===== config.mk =====
export PLATFORM = sky130hd
export DESIGN_NAME = hitless_seq
export DESIGN_NICKNAME = d
export VERILOG_FILES = /design/src/rtl/hs_pkg.sv /design/src/rtl/hs_lock_qual.sv /design/src/rtl/hs_delay.sv /design/src/rtl/hs_slip_calc.sv /design/src/rtl/hitless_seq.sv
export SDC_FILE = /design/constraint.sdc
export NUM_CORES = 1
export LEC_CHECK = 0
export ABC_CLOCK_PERIOD_IN_PS = 2400
export CORE_MARGIN = 2
export CORE_UTILIZATION = 52
export DETAILED_ROUTE_END_ITERATION = 16
export PLACE_DENSITY_LB_ADDON = 0.2
export SETUP_SLACK_MARGIN = 0.05
export SLEW_MARGIN = 40
export SYNTH_ARGS = -nofsm -noshare
export SYNTH_HDL_FRONTEND = slang
export SYNTH_SLANG_ARGS = --single-unit

===== constraint.sdc =====
create_clock -name clk -period 2.4 [get_ports clk]
set_clock_uncertainty 0.2 [all_clocks]
set_input_delay 0.36 -clock clk [delete_from_list [all_inputs] [get_ports clk]]
set_output_delay 0.36 -clock clk [all_outputs]
set_load 0.1 [all_outputs]

===== src/rtl/hs_pkg.sv =====
package hs_pkg;
    typedef enum logic [2:0] {
        ST_IDLE   = 3'd0,
        ST_ARMED  = 3'd1,
        ST_HOLD   = 3'd2,
        ST_BUILD  = 3'd3,
        ST_RELOCK = 3'd4,
        ST_TIMING = 3'd5
    } hs_state_e;
endpackage


===== src/rtl/hs_lock_qual.sv =====
module hs_lock_qual #(
    parameter int LOCK_CYCLES = 8
) (
    input  logic clk,
    input  logic rst_n,
    input  logic clr,
    input  logic in_tol,
    output logic locked
);
    localparam int CW = $clog2(LOCK_CYCLES + 1);
    localparam logic [CW-1:0] TOP = CW'(LOCK_CYCLES);

    logic [CW-1:0] run;

    always_ff @(posedge clk or negedge rst_n) begin
        if (!rst_n)                run <= '0;
        else if (clr || !in_tol)   run <= '0;
        else if (run != TOP)       run <= run + 1'b1;
    end

    assign locked = (run == TOP);

    a_r6_run_bounded: assert property (@(posedge clk) disable iff (!rst_n)
        run <= TOP);
endmodule


===== src/rtl/hs_delay.sv =====
module hs_delay #(
    parameter int LIMIT = 4
) (
    input  logic clk,
    input  logic rst_n,
    input  logic run,
    output logic done
);
    localparam int CW = (LIMIT > 1) ? $clog2(LIMIT) : 1;
    localparam logic [CW-1:0] LAST = CW'(LIMIT - 1);

    logic [CW-1:0] cnt;

    always_ff @(posedge clk or negedge rst_n) begin
        if (!rst_n)          cnt <= '0;
        else if (!run)       cnt <= '0;
        else if (cnt != LAST) cnt <= cnt + 1'b1;
    end

    assign done = run && (cnt == LAST);

    a_r7_cnt_in_window: assert property (@(posedge clk) disable iff (!rst_n)
        cnt <= LAST);
endmodule


===== src/rtl/hs_slip_calc.sv =====
module hs_slip_calc #(
    parameter int OFS_W     = 16,
    parameter int OSC_PS    = 1600,
    parameter int FB_DIV    = 8,
    parameter int SLIP_W    = 3
) (
    input  logic [OFS_W-1:0]  phase_ofs,
    output logic [SLIP_W-1:0] slip
);
    localparam logic [OFS_W:0] HALF = (OFS_W+1)'(OSC_PS / 2);
    localparam logic [OFS_W:0] PER  = (OFS_W+1)'(OSC_PS);
    localparam logic [OFS_W:0] DIV  = (OFS_W+1)'(FB_DIV);

    logic [OFS_W:0] rounded;
    logic [OFS_W:0] edges;
    logic [OFS_W:0] wrapped;

    always_comb begin
        rounded = {1'b0, phase_ofs} + HALF;
        edges   = rounded / PER;
        wrapped = edges % DIV;
        slip    = wrapped[SLIP_W-1:0];
    end
endmodule


===== src/rtl/hitless_seq.sv =====
module hitless_seq
    import hs_pkg::*;
#(
    parameter int OFS_W        = 16,
    parameter int OSC_PS       = 1600,
    parameter int FB_DIV       = 8,
    parameter int LOCK_CYCLES  = 8,
    parameter int BUILD_CYCLES = 4,
    parameter int RESUME_CLKS  = 35,
    localparam int SLIP_W      = $clog2(FB_DIV)
) (
    input  logic              clk,
    input  logic              rst_n,
    input  logic              loss_evt,
    input  logic              in_tol,
    input  logic              nbw_pin,
    input  logic              pbo_en,
    input  logic [OFS_W-1:0]  phase_ofs,
    output logic              pd_en,
    output logic              bw_narrow,
    output logic              slip_en,
    output logic [SLIP_W-1:0] slip_amt,
    output logic [2:0]        status
);
    hs_state_e state, state_nx;
    logic locked, build_done, resume_done, detector_off;
    logic [SLIP_W-1:0] slip_calc, slip_q;

    assign detector_off = (state == ST_HOLD) || (state == ST_BUILD);

    hs_lock_qual #(.LOCK_CYCLES(LOCK_CYCLES)) u_qual (
        .clk(clk), .rst_n(rst_n), .clr(detector_off),
        .in_tol(in_tol), .locked(locked));

    hs_delay #(.LIMIT(BUILD_CYCLES)) u_build_win (
        .clk(clk), .rst_n(rst_n), .run(state == ST_BUILD), .done(build_done));

    hs_delay #(.LIMIT(RESUME_CLKS)) u_resume_tmr (
        .clk(clk), .rst_n(rst_n), .run(state == ST_TIMING), .done(resume_done));

    hs_slip_calc #(.OFS_W(OFS_W), .OSC_PS(OSC_PS), .FB_DIV(FB_DIV),
                   .SLIP_W(SLIP_W)) u_slip (
        .phase_ofs(phase_ofs), .slip(slip_calc));

    always_comb begin
        state_nx = state;
        unique case (state)
            ST_IDLE:   if (locked) state_nx = ST_ARMED;
            ST_ARMED:  if (loss_evt) state_nx = ST_HOLD;
            ST_HOLD:   if (!loss_evt) state_nx = pbo_en ? ST_BUILD : ST_RELOCK;
            ST_BUILD:  if (loss_evt) state_nx = ST_HOLD;
                       else if (build_done) state_nx = ST_RELOCK;
            ST_RELOCK: if (loss_evt) state_nx = ST_HOLD;
                       else if (locked) state_nx = ST_TIMING;
            ST_TIMING: if (loss_evt) state_nx = ST_HOLD;
                       else if (resume_done) state_nx = ST_ARMED;
            default:   state_nx = ST_IDLE;
        endcase
    end

    always_ff @(posedge clk or negedge rst_n) begin
        if (!rst_n) begin
            state  <= ST_IDLE;
            slip_q <= '0;
        end else begin
            state <= state_nx;
            if (state == ST_HOLD) slip_q <= slip_calc;
        end
    end

    always_comb begin
        pd_en     = !detector_off;
        slip_en   = (state == ST_BUILD);
        slip_amt  = slip_q;
        status    = state;
        bw_narrow = nbw_pin || (state == ST_HOLD) || (state == ST_BUILD) ||
                    (state == ST_RELOCK) || (state == ST_TIMING);
    end

    a_r3_armed_loss_to_hold: assert property (@(posedge clk) disable iff (!rst_n)
        (status == 3'd1) && loss_evt |=> (status == 3'd2));
    a_r3_hold_detector_off: assert property (@(posedge clk) disable iff (!rst_n)
        (status == 3'd2) |-> (!pd_en && bw_narrow));
    a_r9_pin_forces_narrow: assert property (@(posedge clk) disable iff (!rst_n)
        nbw_pin |-> bw_narrow);
    a_r5_skip_build: assert property (@(posedge clk) disable iff (!rst_n)
        (status == 3'd2) && !pbo_en && !loss_evt |=> (status == 3'd4) && !slip_en);
    a_r8_loss_restarts: assert property (@(posedge clk) disable iff (!rst_n)
        (status >= 3'd3) && loss_evt |=> (status == 3'd2));
    a_r6_relock_needs_lock: assert property (@(posedge clk) disable iff (!rst_n)
        (status == 3'd4) && !locked |=> (status != 3'd5));
    a_r2_idle_exit_only_armed: assert property (@(posedge clk) disable iff (!rst_n)
        (status == 3'd0) |=> (status <= 3'd1));
endmodule


==> results.py <==
metrics = {
    "grt": {
        "grt.overflow.total": 0,
        "grt_pass1_wl_um": 15900,
        "grt_max_degree": 19,
        "grtUsageTotal_pct": 36.9,
        "antenna_found_initial": 0,
        "grt_pass1_vias": 3412,
    },
    "outcome": {
        "violations": "setup timing",
        "status": "finished with violations",
    },
    "sta": {
        "min_period_ns": 4.58,
        "min_period_over_period_pct": 191,
        "hold_viol": 0,
        "tightest_slew_ns": 0.502,
        "slew_viol_final": 0,
        "worst_slack_ns": -2.18,
        "rsz0062_at_grt": "yes",
        "setup-violations-final": 3,
        "fmax_mhz": 218,
        "slew-limit-headroom_pct": 66.3,
    },
    "critical_path": {
        "start_kind": "input port",
        "cp_max_fo": 6,
        "crit_type": "in2reg",
        "slowest_delay_ns": 0.58,
        "cpMaxStageDelayCell": "or4_4",
        "cp.required_ns": 2.35,
        "crit_arrival_ns": 4.53,
        "cp-end-kind": "flip-flop",
        "crit_buf_inv": 2,
        "r2r_start": "u_qual.run[0]$_DFFE_PN0P_",
        "crit_start": "phase_ofs[11]",
        "critical_path.cell_chain": "clkdlybuf4s15_1, buf_4, nand3_1, or3_1, and3_2, or4_4, o32a_4, a31oi_4, xor2_4, or4_4, nand3_1, mux2i_1, nor4b_2, o21ai_1, a32o_1",
        "critical_path.top_delay_family": "simple AND/OR/NAND/NOR gates",
    },
    "cells_and_area": {
        "fill_cells": 182,
        "final_cell_mix": "buf_4, nor2_1, nand2_1",
        "stdcell_area_mm2": 0.00431,
        "nets": 505,
        "drive_gt1_share_pct": 50.4,
        "syn_to_final_growth_pct": 68.8,
        "final_common_cell": "buf_4",
        "antenna_cells": 0,
        "instances_no_fill": 543,
    },
    "run": {
        "drv_cap": 0,
    },
    "route": {
        "dr.first_iter.drc_count": 364,
        "vias": 3734,
        "dr.pass1.iters": 7,
        "drc": 0,
        "drt_wl_total_um": 12200,
        "final_antenna_net_count": 0,
        "vias_per_cell": 6.88,
        "drt-wirelength-per-cell_um": 22.4,
    },
    "yosys": {
        "yosysWarningCount": 0,
        "synthFlopType": "dfrtp_1",
        "seq_area_frac_synth_pct": 17.6,
        "synth-edff-count": 0,
        "ys_types": 80,
        "syn_nets": 350,
        "syn_avg_cell_area_um2": 7.93,
        "synth_area_mm2": 0.00255,
        "ys_ff_latch": 18,
        "synthCells": 322,
        "async_reset_ff_share_pct": 100,
    },
    "clocking": {
        "cts_root_buf": "clkbuf_8",
        "path_clk_slew_ns": 0.07,
        "tritoncts": "done",
        "clkLatencyLatePin_ns": 0.26,
        "cts_sinks": 18,
        "htreeDepth": 1,
        "cts_made_buffers": 3,
        "cts_buffer_depth": 2,
        "hold_buffers": 0,
    },
    "pwr": {
        "power_density_mw_per_mm2": 825,
        "p_leak_nw": 1.82,
        "vdd_ir_drop_max_mv": 0.667,
    },
    "placed_design": {
        "placedCellCount": 511,
        "place_area_mm2": 0.00372,
        "io_buffers": 25,
        "routabilityCongestion": 1.05,
        "hpwl_um": 6490,
    },
    "floorplanning": {
        "start_util_pct": 54.1,
        "die-area_mm2": 0.00549,
        "fp.coreArea_mm2": 0.00472,
        "die_h_um": 74.1,
        "ios": 31,
        "die_w_um": 74.1,
        "rows": 25,
    },
    "min_path": {
        "hp-class": "in2async",
    },
}
## path summary, 6_finish.rpt
| kind | to | cells after the start | slack, ns |
|---|---|---|---|
| max reg2reg | status[1]$_DFFE_PN0P_ | 10 | 0.26 |
| min in group clk | u_resume_tmr.cnt[5]$_DFFE_PN0N_ | 2 | 0.35 |
| min reg2reg | u_resume_tmr.cnt[5]$_DFFE_PN0N_ | 2 | 0.35 |
| max | slip_amt[0]$_DFFE_PN0N_ | 15 | -2.18 |
| max in group asynchronous | status[0]$_DFFE_PN0P_ | 2 | 1.55 |
| min | u_qual.run[0]$_DFFE_PN0P_ | 2 | 0.23 |
## synth_stat cells (3+ instances only)
| cell type | number | share of area (%) |
|---|---|---|
| a211oi_2 | 3 | 1.5 |
| nor4_1 | 5 | 1.2 |
| a211oi_1 | 6 | 1.8 |
| inv_1 | 10 | 1.5 |
| or2_2 | 3 | 0.74 |
| nor3_1 | 9 | 1.8 |
| nand3_1 | 17 | 3.3 |
| and2_1 | 3 | 0.74 |
| ha_1 | 6 | 2.9 |
| a211o_1 | 3 | 1.0 |
| or3_1 | 3 | 0.74 |
| o21ai_0 | 19 | 3.7 |
| mux2i_1 | 6 | 2.4 |
| a21o_1 | 4 | 1.2 |
| o211ai_1 | 8 | 2.4 |
| nand2b_1 | 5 | 1.2 |
| nor2b_1 | 3 | 0.74 |
| xnor2_1 | 13 | 4.5 |
| dfrtp_1 | 18 | 18 |
| a31oi_1 | 5 | 1.2 |
| nand2_1 | 27 | 4.0 |
| a311o_1 | 3 | 1.2 |
| a21oi_1 | 15 | 2.9 |
| xor2_1 | 7 | 2.4 |
| and3_1 | 4 | 0.98 |
| nor2_1 | 35 | 5.1 |
| buf_6 | 3 | 1.3 |
| clkbuf_1 | 6 | 0.88 |
| o31ai_1 | 4 | 1.2 |
| buf_2 | 6 | 1.2 |
## cell type report
type	count	area, um2	share of cell area, %
clock buffers	4	55.1	1.28
well taps	67	83.8	1.94
inverters	10	41.3	0.958
repair buffers	165	1360	31.5
multi-input cells	279	2320	53.7
flip-flops and latches	18	457	10.6
## cells by family (layout without fill, tap and decap cells)
group	Yosys count	in the layout	share of synthesized area (%)
multiplexers	9	9	3.82
flip-flops	18	18	17.6
AND/OR/NAND/NOR	128	128	25.9
adder cells (fa/ha/maj)	6	6	2.94
buffers and inverters	25	179	4.85
XOR/XNOR	21	21	7.50
AO/OA/AOI/OAI	115	115	37.4
## per-stage QoR
step / total power, mW / utilization [%] / hold WS [ns] / TNS, ns / worst slack (ns)
4_1_cts: 3.19 / 86.4 / 0.241 / -4.95 / -1.84
3_3_place_gp: 2.75 / 78.8 / 0.303 / -7.05 / -2.58
6_report: 3.56 / 91.3 / 0.226 / -6.00 / -2.18
3_5_place_dp: 2.83 / 78.8 / 0.339 / -7.41 / -2.68
5_1_grt: 3.69 / 91.3 / 0.251 / -6.29 / -2.31
2_1_floorplan: 1.94 / - / -0.136 / -4.66 / -1.88
## per-layer routing
metal / global-route usage (%) / part of all wire [%] / vias to the layer above
met2: 65.0 / 46 / 341
met1: 44.5 / 36 / 1719
met4: 18.2 / 8.7 / 0
li1: - / - / 1553
met5: 0 / 0 / -
met3: 4.20 / 9.6 / 121
## state kept, by name, summed over array words and instances (netlist names)
name and count:
slip_amt 3, status 3, u_build_win.cnt 2, u_qual.run 4
u_resume_tmr.cnt 6
## power by group
group	total (mW)	switching (mW)	internal, mW
clock network	0.260	0.114	0.146
registers	0.471	0.0822	0.389
logic	2.83	1.69	1.14
## what timing repair did
item,in CTS,in global routing
pin swaps,35,26
setup endpoints to repair,3,6
cloned,1,0
gates resized for setup,69,31
hold endpoints to repair,0,0
setup buffers,17,11
Note: power is estimated with default switching activity, not from simulation.
